<file path="src/rtl/fdiv_pkg.sv">
package fdiv_pkg;

    typedef enum logic [2:0] {
        ST_IDLE = 3'd0,
        ST_DIV  = 3'd1,
        ST_EXT  = 3'd2,
        ST_CLS  = 3'd3,
        ST_ALN  = 3'd4
    } fdiv_state_e;

endpackage

</file>
<file path="src/rtl/fdiv_exp_unit.sv">
module fdiv_exp_unit #(
    parameter int EXP_W     = 16,
    parameter int EXP_BIAS  = 16383,
    parameter int EXP_FLOOR = -24576
) (
    input  logic signed [EXP_W-1:0] dvd_e,
    input  logic signed [EXP_W-1:0] dvs_e,
    output logic signed [EXP_W+1:0] base_e
);
    localparam int XW = EXP_W + 2;
    localparam logic signed [XW-1:0] FLOOR_V = XW'(EXP_FLOOR);
    localparam logic signed [XW-1:0] BIAS_V  = XW'(EXP_BIAS);

    logic signed [XW-1:0] dvd_x, dvs_x, diff;

    always_comb begin
        dvd_x = XW'(dvd_e);
        dvs_x = XW'(dvs_e);
        diff  = dvd_x - dvs_x + BIAS_V;
        // clamp to the floor so tiny-over-huge stays representable
        base_e = (diff <= FLOOR_V) ? FLOOR_V : diff;
    end
endmodule

</file>
<file path="src/rtl/fdiv_step.sv">
module fdiv_step #(
    parameter int W = 64
) (
    input  logic [W-1:0] rem,
    input  logic [W-1:0] dvs,
    output logic [W-1:0] rem_nxt,
    output logic         qbit
);
    logic [W:0] dbl, dv, diff;

    always_comb begin
        dbl     = {rem, 1'b0};
        dv      = {1'b0, dvs};
        diff    = dbl - dv;
        qbit    = (dbl >= dv);
        rem_nxt = qbit ? diff[W-1:0] : dbl[W-1:0];
    end
endmodule

</file>
<file path="src/rtl/fdiv_round_class.sv">
module fdiv_round_class #(
    parameter int SIG_W = 64,
    parameter int RW_W  = 32
) (
    input  logic [SIG_W-1:0] rem,
    input  logic [SIG_W-1:0] dvs,
    output logic [RW_W-1:0]  code
);
    localparam logic [RW_W-1:0] CODE_LT   = {4'b0111, {(RW_W-4){1'b0}}};
    localparam logic [RW_W-1:0] CODE_HALF = {1'b1, {(RW_W-1){1'b0}}};
    localparam logic [RW_W-1:0] CODE_GT   = {8'hFF, {(RW_W-8){1'b0}}};

    logic [SIG_W:0] dbl, dv;

    always_comb begin
        dbl = {rem, 1'b0};
        dv  = {1'b0, dvs};
        if (rem == '0)      code = '0;
        else if (dbl < dv)  code = CODE_LT;
        else if (dbl == dv) code = CODE_HALF;
        else                code = CODE_GT;
    end
endmodule

</file>
<file path="src/rtl/fdiv_core.sv">
module fdiv_core
    import fdiv_pkg::*;
#(
    parameter int SIG_W     = 64,
    parameter int RW_W      = 32,
    parameter int EXP_W     = 16,
    parameter int EXP_BIAS  = 16383,
    parameter int EXP_FLOOR = -24576
) (
    input  logic                    clk,
    input  logic                    rst_n,
    input  logic                    start,
    input  logic [SIG_W-1:0]        dvd_sig,
    input  logic [SIG_W-1:0]        dvs_sig,
    input  logic signed [EXP_W-1:0] dvd_exp,
    input  logic signed [EXP_W-1:0] dvs_exp,
    output logic [SIG_W-1:0]        quo,
    output logic [RW_W-1:0]         rnd,
    output logic signed [EXP_W+1:0] res_exp,
    output logic                    busy,
    output logic                    done,
    output logic                    err
);
    localparam int XW    = EXP_W + 2;
    localparam int CNT_W = $clog2(SIG_W);
    localparam int LO_W  = SIG_W / 2;
    localparam logic signed [XW-1:0] FLOOR_V = XW'(EXP_FLOOR);

    typedef struct packed {
        fdiv_state_e          fsm;
        logic [CNT_W-1:0]     cnt;
        logic [SIG_W-1:0]     rem;
        logic [SIG_W-1:0]     dvs;
        logic [SIG_W-1:0]     quo;
        logic [RW_W-1:0]      rnd;
        logic signed [XW-1:0] res_e;
        logic                 ovfl;
        logic                 short_dvs;
        logic                 done;
        logic                 err;
    } regs_t;

    regs_t regs_d, regs_q;

    logic signed [XW-1:0] base_e;
    logic [SIG_W-1:0]     step_rem;
    logic                 step_bit;
    logic [RW_W-1:0]      cls_code;

    fdiv_exp_unit #(.EXP_W(EXP_W), .EXP_BIAS(EXP_BIAS), .EXP_FLOOR(EXP_FLOOR)) u_exp (
        .dvd_e(dvd_exp), .dvs_e(dvs_exp), .base_e(base_e)
    );

    fdiv_step #(.W(SIG_W)) u_step (
        .rem(regs_q.rem), .dvs(regs_q.dvs), .rem_nxt(step_rem), .qbit(step_bit)
    );

    fdiv_round_class #(.SIG_W(SIG_W), .RW_W(RW_W)) u_cls (
        .rem(regs_q.rem), .dvs(regs_q.dvs), .code(cls_code)
    );

    always_comb begin
        regs_d      = regs_q;
        regs_d.done = 1'b0;
        unique case (regs_q.fsm)
            ST_IDLE: begin
                if (start) begin
                    regs_d.quo   = '0;
                    regs_d.rnd   = '0;
                    regs_d.res_e = base_e;
                    if (!dvs_sig[SIG_W-1]) begin
                        regs_d.err  = 1'b1;
                        regs_d.done = 1'b1;
                    end else begin
                        regs_d.err       = 1'b0;
                        regs_d.fsm       = ST_DIV;
                        regs_d.cnt       = '0;
                        regs_d.dvs       = dvs_sig;
                        regs_d.ovfl      = (dvd_sig >= dvs_sig);
                        regs_d.rem       = regs_d.ovfl ? (dvd_sig - dvs_sig) : dvd_sig;
                        regs_d.short_dvs = (dvs_sig[LO_W-1:0] == '0);
                    end
                end
            end
            ST_DIV: begin
                regs_d.rem = step_rem;
                regs_d.quo = {regs_q.quo[SIG_W-2:0], step_bit};
                regs_d.cnt = regs_q.cnt + CNT_W'(1);
                if (regs_q.cnt == CNT_W'(SIG_W-1)) begin
                    regs_d.cnt = '0;
                    regs_d.fsm = regs_q.short_dvs ? ST_EXT : ST_CLS;
                end
            end
            ST_EXT: begin
                regs_d.rem = step_rem;
                regs_d.rnd = {regs_q.rnd[RW_W-2:0], step_bit};
                regs_d.cnt = regs_q.cnt + CNT_W'(1);
                if (regs_q.cnt == CNT_W'(RW_W-1)) begin
                    regs_d.cnt = '0;
                    regs_d.fsm = ST_ALN;
                end
            end
            ST_CLS: begin
                regs_d.rnd = cls_code;
                regs_d.fsm = ST_ALN;
            end
            ST_ALN: begin
                if (regs_q.ovfl) begin
                    regs_d.quo = {1'b1, regs_q.quo[SIG_W-1:1]};
                    regs_d.rnd = {regs_q.quo[0], regs_q.rnd[RW_W-1:1]};
                end
                regs_d.res_e = regs_q.res_e + XW'(regs_q.ovfl) - XW'(1);
                regs_d.done  = 1'b1;
                regs_d.fsm   = ST_IDLE;
            end
            default: regs_d.fsm = ST_IDLE;
        endcase
    end

    always_ff @(posedge clk) begin
        if (!rst_n) regs_q <= '0;
        else        regs_q <= regs_d;
    end

    assign quo     = regs_q.quo;
    assign rnd     = regs_q.rnd;
    assign res_exp = regs_q.res_e;
    assign busy    = (regs_q.fsm != ST_IDLE);
    assign done    = regs_q.done;
    assign err     = regs_q.err;

    assert_rem_below_divisor_R5: assert property (@(posedge clk) disable iff (!rst_n)
        busy |-> (regs_q.rem < regs_q.dvs))
        else $error("partial remainder not below divisor");

    assert_done_pulse_R8: assert property (@(posedge clk) disable iff (!rst_n)
        (done && !err) |=> !done)
        else $error("done longer than one cycle");

    assert_busy_done_apart_R8: assert property (@(posedge clk) disable iff (!rst_n)
        busy |-> !done)
        else $error("busy and done together");

    assert_ignore_start_R9: assert property (@(posedge clk) disable iff (!rst_n)
        (busy && start) |=> $stable(regs_q.dvs))
        else $error("start while busy changed the operand");

    assert_err_zero_R3: assert property (@(posedge clk) disable iff (!rst_n)
        (done && err) |-> (quo == '0 && rnd == '0))
        else $error("error result not cleared");

    assert_ovfl_lead_R4: assert property (@(posedge clk) disable iff (!rst_n)
        (done && !err && regs_q.ovfl) |-> quo[SIG_W-1])
        else $error("realigned quotient lacks leading one");

    assert_exp_floor_R2: assert property (@(posedge clk) disable iff (!rst_n)
        (done && !err) |-> (res_exp >= FLOOR_V - XW'(1)))
        else $error("exponent below clamp");
endmodule

</file>
<file path="config.mk">
export PLATFORM = sky130hd
export DESIGN_NAME = fdiv_core
export DESIGN_NICKNAME = d
export VERILOG_FILES = /design/src/rtl/fdiv_pkg.sv /design/src/rtl/fdiv_exp_unit.sv /design/src/rtl/fdiv_step.sv /design/src/rtl/fdiv_round_class.sv /design/src/rtl/fdiv_core.sv
export SDC_FILE = /design/constraint.sdc
export NUM_CORES = 1
export LEC_CHECK = 0
export BUFFER_PORTS_ARGS = -buffer_cell sky130_fd_sc_hd__buf_2
export CAP_MARGIN = 0
export CORE_AREA = 2 2 233 281
export DETAILED_ROUTE_END_ITERATION = 12
export DIE_AREA = 0 0 235 283
export GPL_ROUTABILITY_DRIVEN = 1
export SYNTH_ARGS = -nofsm -noshare
export SYNTH_HDL_FRONTEND = slang
export SYNTH_HIERARCHICAL = 1
export SYNTH_SLANG_ARGS = --single-unit
</file>
<file path="constraint.sdc">
create_clock -name clk -period 4.4 [get_ports clk]
set_clock_uncertainty 0.05 [all_clocks]
set_input_delay 0.44 -clock clk [delete_from_list [all_inputs] [get_ports clk]]
set_output_delay 0.44 -clock clk [all_outputs]
set_load 0.01 [all_outputs]
</file>
==> results of run 1 <==
-- final timing paths --
| check | start | endpoint |
|---|---|---|
| min | dvs_sig[43] | regs_q[161] |
| max reg2reg | regs_q[150] | regs_q[241] |
| max | regs_q[150] | regs_q[241] |
| min reg2reg | regs_q[121] | regs_q[121] |
-- cells in the mapped netlist, types with 35 or more instances --
library cell and instances:
a21oi_1 415, nand2_1 408, nor2_1 320, inv_1 256, dfxtp_1 255, ha_1 212
o21ai_0 197, buf_4 144, clkbuf_1 143, a22oi_1 99, a211oi_1 91, xnor2_1 76
a21o_1 57, mux2i_1 57, xor2_1 57, nand4_1 56, nand3_1 52, nor3_1 49
and3_1 48, nor4_1 38, o21bai_1 36, o22ai_1 35
-- layer usage --
layer / GRT usage / vias up / share of wire
li1: - / 12800 / -
met1: 0.341 / 12200 / 0.43
met2: 0.426 / 874 / 0.45
met3: 0.0410 / 198 / 0.065
met4: 0.114 / 26 / 0.048
met5: 0 / - / 0.0016
-- critical path, cell delays in order (launching register included) --
cell	delay [ns]
dfxtp_1	0.43
inv_1	0.07
ha_1	0.42
nand2_1	0.19
nor4_1	0.54
o2111ai_1	0.20
nand4_1	0.15
o21ai_2	0.13
a31oi_2	0.36
a31o_2	0.31
nor4_1	0.07
nor3b_1	0.37
nand3_1	0.12
nand2_1	0.12
nand2_1	0.07
o21a_1	0.15
a31oi_1	0.13
-- where the power goes --
group | switching, mW | internal (mW)
logic | 2.89 | 1.74
registers | 0.151 | 2.42
clock network | 1.09 | 1.59
total | 4.13 | 5.75
-- area by class of cell --
class	count	area [um^2]	area share
Timing Repair Buffer	368	2100	0.0755
Tap cell	832	1040	0.0374
Sequential cell	255	5110	0.183
Multi-Input combinational cell	2735	17500	0.630
Clock inverter	15	243	0.00872
Antenna cell	8	20.0	0.000719
Clock buffer	39	803	0.0289
Inverter	258	975	0.0350
-- cell families after synthesis --
logic type,after synthesis
AOI/OAI and AO/OA,1192
and+or+nand+nor,1100
buffers and inverters,595
DFF,255
adders and majority gates,215
xor gates and xnor gates,133
muxes,71
other,1
-- registers in the layout, summed over array words and instances (netlist names) --
| register | flops |
|---|---|
| quo | 64 |
| err | 1 |
| res_exp | 18 |
| rnd | 32 |
| done | 1 |
| regs_q | 139 |
-- cell usage in the layout, fill, tap and decap left out, types with 9 or more instances in the layout --
cell type	synthesis	routed
o22ai_1	35	35
o21a_1	32	32
mux2_2	9	9
nand2b_1	16	16
nand4_1	56	56
xor2_1	57	57
o221ai_1	9	9
buf_2	32	279
inv_1	256	256
a31oi_1	32	32
a22oi_1	99	99
or2_2	12	12
o211ai_1	34	34
nor2_1	320	318
and4_1	16	16
nor2b_1	11	11
nor3_1	49	48
a221oi_1	16	16
and3_1	48	48
nand2_1	408	407
o21ai_1	14	14
and2_1	20	19
a21o_1	57	57
nand3_1	52	52
conb_1	1	24
ha_1	212	212
buf_4	144	86
a21oi_1	415	413
o31ai_1	10	10
o21ai_0	197	197
a211oi_1	91	90
xnor2_1	76	76
o21bai_1	36	36
mux2i_1	57	57
a21boi_0	11	11
clkbuf_16	0	29
or3_1	15	15
dfxtp_1	255	254
nor4_1	38	38
-- through the flow --
step / area, um^2 / hold WS [ns] / utilization / total power [mW] / setup slack, ns
after floorplan: 25500 / 0.399 / - / 5.79 / 0.477
after global placement: 26800 / 0.403 / 0.419 / 7.15 / 0.0928
final: 27800 / 0.0460 / 0.435 / 9.88 / 0.459
after detailed placement: 26800 / 0.412 / 0.419 / 7.12 / 0.0994
after CTS: 27800 / 0.0202 / 0.435 / 9.84 / 0.534
after global routing: 27800 / 0.0421 / 0.435 / 10.4 / 0.166
==> insert_results.sql, run 1 <==
INSERT INTO impl_metrics (metric_group, metric, value, unit) VALUES
('status', 'run_status', 'finished clean', ''),
('hold_path', 'timing.hold.worst.class', 'in2reg', ''),
('synthesis', 'leading_post_synthesis_cells_by_cell_area', 'dfxtp_1, ha_1, a21oi_1', ''),
('final_layout', 'layout-drive-gt1-share', '0.138', ''),
('synthesis', 'netlist-cell-type-count', '106', ''),
('sta', 'slew_viol_final', '0', ''),
('critical_path', 'reg2reg_slack', '0.46', 'ns'),
('routing', 'detailroute.via_count', '26100', ''),
('floorplan', 'chipWidth', '235', 'um'),
('clock_network', 'cts.sink_count', '255', ''),
('floorplan', 'floorplan.initialDensity', '0.397', ''),
('synthesis', 'synth_enable_flop_cells', '0', ''),
('sta', 'rsz_0062_raised_after_global_routing', 'no', ''),
('sta', 'max_slew.worst_pin.slew', '0.904', 'ns'),
('synthesis', 'synth_top_family_by_area', 'compound AO/OA/AOI/OAI gates', ''),
('synthesis', 'post-synth-top-area-fraction', '0.201', ''),
('synthesis', 'post_synth_xor_area_fraction', '0.0459', ''),
('routing', 'routed_via_density', '5.78', ''),
('global_route', 'largest_net_degree_at_the_start_of_global_routing', '102', ''),
('critical_path', 'cp_data_required_time', '4.87', 'ns'),
('synthesis', 'ys_seq_area_frac', '0.201', ''),
('synthesis', 'synthesis.area_per_instance', '7.12', 'um^2'),
('power_and_ir_drop', 'power_density', '355', 'nW/um^2'),
('place', 'post-place-cells', '4448', ''),
('floorplan', 'fp.dieH', '283', 'um'),
('sta', 'hold_violations', '0', ''),
('power_and_ir_drop', 'ir_drop', '0.000533', 'V'),
('clock_network', 'cts_made_buffers', '29', ''),
('clock_network', 'cts.htree.levels', '1', ''),
('critical_path', 'arrival', '4.41', 'ns'),
('critical_path', 'end_kind', 'flop', ''),
('clock_network', 'maximum_number_of_buffers_from_clock_root_to_sink', '3', ''),
('clock_network', 'root_buffer', 'clkbuf_16', ''),
('sta', 'slew_headroom', '0.397', ''),
('sta', 'period_share', '0.896', ''),
('flow_run', 'number_of_violations_of_the_max_capacitance_limit', '0', ''),
('place', 'place_hpwl', '72500', 'um'),
('synthesis', 'post-synth-top-area-cell', 'dfxtp_1', ''),
('hold_path', 'hold-path-cell-count', '3', ''),
('synthesis', 'synthSimpleGateAreaFrac', '0.201', ''),
('clock_network', 'tritoncts', 'built', ''),
('power_and_ir_drop', 'total_leakage_power', '11.9', 'nW'),
('synthesis', 'synth.area.mux_share', '0.0293', ''),
('place', 'place.gp.congestion', '0.973', ''),
('routing', 'routedWlPerCell', '20.4', 'um'),
('final_layout', 'layout.filler_cells', '6705', ''),
('synthesis', 'yosys_warnings', '6', ''),
('final_layout', 'instances_no_fill', '4510', ''),
('final_layout', 'fin_nets', '4025', ''),
('global_route', 'grt_antenna_before_repair', '20', ''),
('synthesis', 'postSynthRegisterBits', '255', ''),
('sta', 'finalCriticalPeriod', '3.94', 'ns'),
('final_layout', 'area.growth.synth_to_final', '9.74', '%'),
('critical_path', 'crit_path_max_fanout', '7', ''),
('global_route', 'grt_pass1_wl', '141000', 'um'),
('global_route', 'global_route.usage.total', '0.261', ''),
('place', 'portBuffers', '279', ''),
('synthesis', 'yosys.area_share.adder', '0.107', ''),
('sta', 'fmax', '0.254', 'GHz'),
('floorplan', 'coreArea', '63900', 'um^2'),
('routing', 'drt_iter0_markers', '2166', ''),
('clock_network', 'post_cts_resize_count', '0', ''),
('global_route', 'grt-ovfl-total', '0', ''),
('synthesis', 'ys.flop_type', 'dfxtp_1', ''),
('synthesis', 'synth.cell_area', '25400', 'um^2'),
('floorplan', 'ports', '280', ''),
('clock_network', 'postCtsSetupRepairBufs', '0', ''),
('critical_path', 'critPathKind', 'reg2reg', ''),
('clock_network', 'clkSlewWorstSetupHoldPaths', '0.06', 'ns'),
('routing', 'drt-pass1-iter-count', '5', ''),
('routing', 'routed_wl', '91900', 'um'),
('synthesis', 'async_reset_ff_frac', '0', ''),
('clock_network', 'clock_latency', '0.60', 'ns'),
('sta', 'fin_tns_setup', '0', 'ns'),
('sta', 'finalSetupViolCount', '0', ''),
('critical_path', 'crit_path_start_kind', 'flop', ''),
('routing', 'drc', '0', ''),
('floorplan', 'core.rowCount', '102', ''),
('synthesis', 'synth_compound_area_frac', '0.302', ''),
('clock_network', 'cts_hold_buf', '0', ''),
('floorplan', 'floorplan.die_area', '66500', 'um^2'),
('routing', 'detail-route-antenna-nets', '0', ''),
('synthesis', 'syn_inst', '3562', ''),
('global_route', 'number_of_global_route_vias_before_repair', '24300', ''),
('critical_path', 'worst-r2r-cell-count', '16', '');
Note: power is estimated with default switching activity, not from simulation.
==> run 2, diff against run 1 <==
Settings changed: CORE_AREA 2 2 233 281 to 2 2 255 257, DIE_AREA 0 0 235 283 to 0 0 257 259, PLACE_DENSITY set to 0.59.
==> run 2 against run 1 <==
  * Sequential power about the same
  * Sequential cell count unchanged
  * Power increased by 0.38%
  * Hold slack got worse by 0.028 ns
  * Register-to-register slack got worse by 0.16 ns
  * Maximum frequency decreased by 3.8%
  * Critical path depth decreased by 1
==> insert_results.sql, run 2 (synthesis results as in run 1) <==
INSERT INTO impl_metrics (metric_group, metric, value, unit) VALUES
('flow_run', 'number_of_violations_of_the_max_capacitance_limit', '0', ''),
('final_layout', 'mostFrequentLayoutCell', 'a21oi_1', ''),
('sta', 'fin_tns_setup', '0', 'ns'),
('global_route', 'grt_antenna_before_repair', '10', ''),
('clock_network', 'cts.htree.levels', '1', ''),
('final_layout', 'seq_area', '5110', 'um^2'),
('clock_network', 'cts.sink_count', '255', ''),
('clock_network', 'root_buffer', 'clkbuf_16', ''),
('status', 'run_status', 'finished clean', ''),
('sta', 'hold_violations', '0', ''),
('sta', 'period_share', '0.931', ''),
('floorplan', 'coreArea', '63900', 'um^2'),
('place', 'place_hpwl', '71700', 'um'),
('power_and_ir_drop', 'ir_drop', '0.000306', 'V'),
('routing', 'detail-route-antenna-nets', '0', ''),
('routing', 'routed_via_density', '5.72', ''),
('clock_network', 'clock_latency', '0.62', 'ns'),
('place', 'place.gp.congestion', '0.965', ''),
('sta', 'max_slew.worst_pin.slew', '1.14', 'ns'),
('critical_path', 'crit_path_max_fanout', '49', ''),
('global_route', 'largest_net_degree_at_the_start_of_global_routing', '119', ''),
('floorplan', 'floorplan.initialDensity', '0.397', ''),
('final_layout', 'area.growth.synth_to_final', '9.47', '%'),
('final_layout', 'area_of_all_placed_cells_without_fillers', '27800', 'um^2'),
('floorplan', 'ports', '280', ''),
('final_layout', 'instances_no_fill', '4508', ''),
('power_and_ir_drop', 'total_leakage_power', '11.8', 'nW'),
('final_layout', 'mostFrequentLayoutCells', 'a21oi_1, nand2_1, nor2_1, buf_2, inv_1', ''),
('place', 'post_dp_cell_area', '26600', 'um^2'),
('final_layout', 'max_flop_register', 'regs_q', ''),
('power_and_ir_drop', 'finalPower', '9.92', 'mW'),
('floorplan', 'fp.dieH', '259', 'um'),
('floorplan', 'core.rowCount', '93', ''),
('final_layout', 'multi_input_comb_area', '17600', 'um^2'),
('place', 'place_worst_setup_slack', '0.209', 'ns'),
('critical_path', 'critical_path_buf_inv_count', '3', ''),
('sta', 'timing.final.ws_setup', '0.302', 'ns'),
('critical_path', 'end_kind', 'flop', ''),
('routing', 'drt_iter0_markers', '1940', ''),
('routing', 'routed_wl', '91500', 'um'),
('global_route', 'global_route.usage.total', '0.262', ''),
('global_route', 'grt-ovfl-total', '0', ''),
('routing', 'routedWlPerCell', '20.3', 'um'),
('critical_path', 'crit_path_start_kind', 'flop', ''),
('final_layout', 'layout-drive-gt1-share', '0.134', ''),
('routing', 'drc', '0', ''),
('critical_path', 'cp_data_required_time', '4.79', 'ns'),
('sta', 'worst_hold_slack_across_all_endpoints', '0.0177', 'ns'),
('global_route', 'number_of_global_route_vias_before_repair', '24100', ''),
('sta', 'fmax', '0.244', 'GHz'),
('sta', 'slew_headroom', '0.241', ''),
('sta', 'slew_viol_final', '0', ''),
('clock_network', 'tritoncts', 'built', ''),
('critical_path', 'slowest_stage', 'ha_1', ''),
('clock_network', 'cts_made_buffers', '31', ''),
('place', 'portBuffers', '279', ''),
('critical_path', 'critical_path.cell_chain', 'inv_1, ha_1, nand2_1, nor2_1, nor4b_1, and4_1, nand2_1, a21oi_2, nor2_2, inv_2, buf_4, a21oi_1, and3_1, a21oi_1, o22ai_1', ''),
('global_route', 'grt_pass1_wl', '141000', 'um'),
('routing', 'drt-pass1-iter-count', '6', ''),
('power_and_ir_drop', 'power_density', '357', 'nW/um^2'),
('place', 'post-place-cells', '4450', ''),
('clock_network', 'clkSlewWorstSetupHoldPaths', '0.06', 'ns'),
('final_layout', 'largest_register_ffs', '139', ''),
('critical_path', 'critical_path.top_delay_family', 'simple AND/OR/NAND/NOR gates', ''),
('floorplan', 'floorplan.die_area', '66600', 'um^2'),
('critical_path', 'critPathKind', 'reg2reg', ''),
('clock_network', 'postCtsSetupRepairBufs', '0', ''),
('critical_path', 'arrival', '4.49', 'ns'),
('final_layout', 'postLayoutCoreUtil', '0.435', ''),
('sta', 'finalSetupViolCount', '0', ''),
('routing', 'detailroute.via_count', '25800', ''),
('clock_network', 'maximum_number_of_buffers_from_clock_root_to_sink', '3', ''),
('hold_path', 'timing.hold.worst.class', 'in2reg', ''),
('floorplan', 'chipWidth', '257', 'um'),
('sta', 'finalCriticalPeriod', '4.10', 'ns'),
('final_layout', 'layout.filler_cells', '6733', ''),
('sta', 'rsz_0062_raised_after_global_routing', 'no', ''),
('critical_path', 'timing.critical_path.slowest_cell_delay', '0.46', 'ns'),
('final_layout', 'fin_nets', '4006', '');
==> run 2: worst paths after layout <==
check	depth (start not counted)	from	end	slack (ns)
worst max-delay path	15	regs_q[174]	regs_q[193]	0.30
worst max register to register	15	regs_q[174]	regs_q[193]	0.30
worst min register to register	2	regs_q[121]	regs_q[121]	0.43
worst min-delay path	3	dvs_sig[51]	regs_q[169]	0.02
==> run 2: power breakdown <==
group	leakage, nW	internal (mW)	total, mW	switching [mW]
Combinational	9.21	1.67	4.45	2.78
Clock	0.559	1.77	2.89	1.12
Sequential	2.08	2.42	2.58	0.153
==> run 2: layout make-up <==
class                      instances  share of cell area
tap                              855              0.0385
timing repair buffer             347              0.0696
inverter                         258              0.0351
clock inverter                    16              0.0102
clock buffer                      39              0.0305
sequential                       255               0.184
antenna                            3            0.000270
multi-input combinational       2735               0.632
==> run 2: worst reg2reg max path: stages, from the launching register on <==
cell     delay (ns)
dfxtp_1        0.43
inv_1          0.07
ha_1           0.46
nand2_1        0.19
nor2_1         0.28
nor4b_1        0.37
and4_1         0.31
nand2_1        0.08
a21oi_2        0.25
nor2_2         0.15
inv_2          0.20
buf_4          0.46
a21oi_1        0.19
and3_1         0.18
a21oi_1        0.15
o22ai_1        0.11
==> run 2: per-layer routing <==
metal	vias up	share of wire	GRT usage	wire length, um
met4	16	0.027	0.0670	2420
li1	12800	-	-	-
met3	127	0.064	0.0506	5900
met1	12100	0.43	0.336	39600
met5	-	0.0011	0	101
met2	723	0.47	0.452	43400
==> run 2: repair_timing <==
| item | in CTS | in global routing |
|---|---|---|
| hold endpoints to repair | 0 | 0 |
| endpoints found under the setup margin | 0 | 1 |
| resized for setup | 0 | 1 |
| hold buffers | 0 | 0 |
==> run 3, diff against run 2 <==
Settings changed: CORE_AREA 2 2 255 257 to 2 2 304 216, DIE_AREA 0 0 257 259 to 0 0 306 218.
==> run 3 against run 2 <==
  * Sequential power about the same
  * Die area increased by 0.22%
  * Hold slack improved by 0.046 ns
  * Wire length decreased by 1.8%
  * Core utilization about the same
  * Critical path depth increased by 2
  * Non-clock buffer count increased by 6
  * Clock power decreased by 7.3%
  * Sequential cell count unchanged
  * Design area about the same
  * Via count increased by 1.2%
==> insert_results.sql, run 3 (synthesis results as in run 1) <==
INSERT INTO impl_metrics (metric_group, metric, value, unit) VALUES
('status', 'run_status', 'finished clean', ''),
('global_route', 'number_of_global_route_vias_before_repair', '23000', ''),
('place', 'place.gp.congestion', '0.950', ''),
('floorplan', 'ports', '280', ''),
('floorplan', 'chipWidth', '306', 'um'),
('floorplan', 'core.rowCount', '78', ''),
('sta', 'fmax', '0.246', 'GHz'),
('routing', 'detail-route-antenna-nets', '0', ''),
('routing', 'drt_iter0_markers', '3142', ''),
('flow_run', 'number_of_violations_of_the_max_capacitance_limit', '0', ''),
('routing', 'drc', '0', ''),
('critical_path', 'timing.critical_path.slowest_cell_delay', '0.52', 'ns'),
('floorplan', 'floorplan.die_area', '66700', 'um^2'),
('clock_network', 'post_cts_resize_count', '0', ''),
('critical_path', 'crit_path_max_fanout', '5', ''),
('floorplan', 'coreArea', '63900', 'um^2'),
('global_route', 'largest_net_degree_at_the_start_of_global_routing', '129', ''),
('critical_path', 'cp_data_required_time', '4.86', 'ns'),
('critical_path', 'critPathKind', 'reg2reg', ''),
('sta', 'max_slew.worst_pin.slew', '0.842', 'ns'),
('routing', 'routed_wl', '89800', 'um'),
('final_layout', 'area_of_all_placed_cells_without_fillers', '27800', 'um^2'),
('sta', 'rsz_0062_raised_after_global_routing', 'no', ''),
('power_and_ir_drop', 'ir_drop', '0.000289', 'V'),
('routing', 'detailroute.via_count', '26100', ''),
('global_route', 'grt-ovfl-total', '0', ''),
('place', 'portBuffers', '279', ''),
('sta', 'fin_tns_setup', '0', 'ns'),
('final_layout', 'largest_register_ffs', '139', ''),
('final_layout', 'max_flop_register', 'regs_q', ''),
('final_layout', 'mostFrequentLayoutCell', 'a21oi_1', ''),
('sta', 'period_share', '0.925', ''),
('global_route', 'grt_pass1_wl', '138000', 'um'),
('clock_network', 'cts_made_buffers', '30', ''),
('critical_path', 'arrival', '4.53', 'ns'),
('clock_network', 'postCtsSetupRepairBufs', '0', ''),
('clock_network', 'clkSlewWorstSetupHoldPaths', '0.06', 'ns'),
('routing', 'routed_via_density', '5.80', ''),
('final_layout', 'mostFrequentLayoutCells', 'a21oi_1, nand2_1, nor2_1, buf_2, inv_1', ''),
('routing', 'drt-pass1-iter-count', '6', ''),
('clock_network', 'tritoncts', 'built', ''),
('sta', 'slew_headroom', '0.438', ''),
('clock_network', 'cts_hold_buf', '0', ''),
('power_and_ir_drop', 'total_leakage_power', '11.8', 'nW'),
('critical_path', 'end_kind', 'flop', ''),
('floorplan', 'floorplan.initialDensity', '0.397', ''),
('critical_path', 'cell_repeated_most_along_the_worst_path', 'a21oi_1', ''),
('floorplan', 'fp.dieH', '218', 'um'),
('clock_network', 'cts.htree.levels', '1', ''),
('hold_path', 'timing.hold.worst.class', 'in2reg', ''),
('final_layout', 'layout.filler_cells', '6656', ''),
('critical_path', 'critical_path.cell_chain', 'inv_1, fa_1, nor2b_4, o2111ai_1, a21oi_2, o41ai_4, a21oi_1, a31oi_1, buf_4, o41ai_2, xnor2_1, a21oi_1, nand2_1, o221ai_1, a211oi_1, a2111o_1, a21oi_1', ''),
('routing', 'routedWlPerCell', '20.0', 'um'),
('critical_path', 'slowest_stage', 'fa_1', ''),
('final_layout', 'fin_nets', '4011', ''),
('place', 'place_hpwl', '69400', 'um'),
('global_route', 'grt_antenna_before_repair', '1', ''),
('sta', 'finalSetupViolCount', '0', ''),
('final_layout', 'layout-drive-gt1-share', '0.135', ''),
('critical_path', 'critical_path.top_delay_family', 'compound AO/OA/AOI/OAI gates', ''),
('clock_network', 'cts.sink_count', '255', ''),
('clock_network', 'clock_latency', '0.59', 'ns'),
('global_route', 'global_route.usage.total', '0.258', ''),
('clock_network', 'root_buffer', 'clkbuf_16', ''),
('final_layout', 'antenna_cells_inserted', '0', ''),
('clock_network', 'maximum_number_of_buffers_from_clock_root_to_sink', '3', ''),
('sta', 'finalCriticalPeriod', '4.07', 'ns'),
('critical_path', 'crit_path_start_kind', 'flop', ''),
('place', 'post_dp_cell_area', '26700', 'um^2'),
('critical_path', 'critical_path_buf_inv_count', '2', ''),
('sta', 'hold_violations', '0', ''),
('power_and_ir_drop', 'power_density', '356', 'nW/um^2'),
('sta', 'slew_viol_final', '0', ''),
('final_layout', 'area.growth.synth_to_final', '9.42', '%');
==> run 3: cell count changes in the layout (fill, tap and decap cells not counted), sizes merged <==
cell,delta
buf,+6
bufinv,-3
clkbuf,+1
clkinv,+1
clkinvlp,+6
diode,-3
inv,-4
==> run 3: path summary, 6_finish.rpt <==
| check | start | to | slack, ns | cells past startpoint |
|---|---|---|---|---|
| max | regs_q[182] | regs_q[244] | 0.33 | 17 |
| min reg2reg | err | err | 0.42 | 2 |
| min | dvs_sig[52] | regs_q[170] | 0.06 | 3 |
| max reg2reg | regs_q[182] | regs_q[244] | 0.33 | 17 |
==> run 3: where the power goes <==
part           internal, mW  switching (mW)
clock                  1.59            1.08
sequential             2.42           0.158
combinational          1.71            2.92
==> run 3: final cells by class <==
cell class | instances | area, um^2 | area share
clock buffer | 40 | 850 | 0.0306
clock inverter | 16 | 203 | 0.00730
inverter | 258 | 973 | 0.0351
multi-input combinational | 2735 | 17500 | 0.632
sequential | 255 | 5110 | 0.184
tap | 840 | 1050 | 0.0379
timing repair buffer | 353 | 2030 | 0.0730
==> run 3: per-stage QoR <==
stage	total power, mW	hold slack, ns	instances	setup slack [ns]	utilization
finish	9.89	0.0642	4497	0.330	0.434
global route	10.4	0.0569	4497	0.0671	0.434
floorplan	5.79	0.399	3585	0.477	-
global placement	7.10	0.405	4441	0.267	0.418
CTS	9.78	0.0463	4497	0.423	0.434
detailed placement	7.08	0.409	4441	0.228	0.418
==> run 3: metal layers <==
metal,global-route usage,wire length [um]
met1,0.423,46000
met3,0.0384,8130
met4,0.0396,1350
met5,0,13
met2,0.345,34400
==> run 3: worst register-to-register path, cell delays in order (launching register included) <==
cell       delay [ns]
dfxtp_1          0.33
inv_1            0.06
fa_1             0.52
nor2b_4          0.15
o2111ai_1        0.18
a21oi_2          0.36
o41ai_4          0.17
a21oi_1          0.24
a31oi_1          0.13
buf_4            0.17
o41ai_2          0.31
xnor2_1          0.14
a21oi_1          0.31
nand2_1          0.13
o221ai_1         0.12
a211oi_1         0.07
a2111o_1         0.41
a21oi_1          0.14
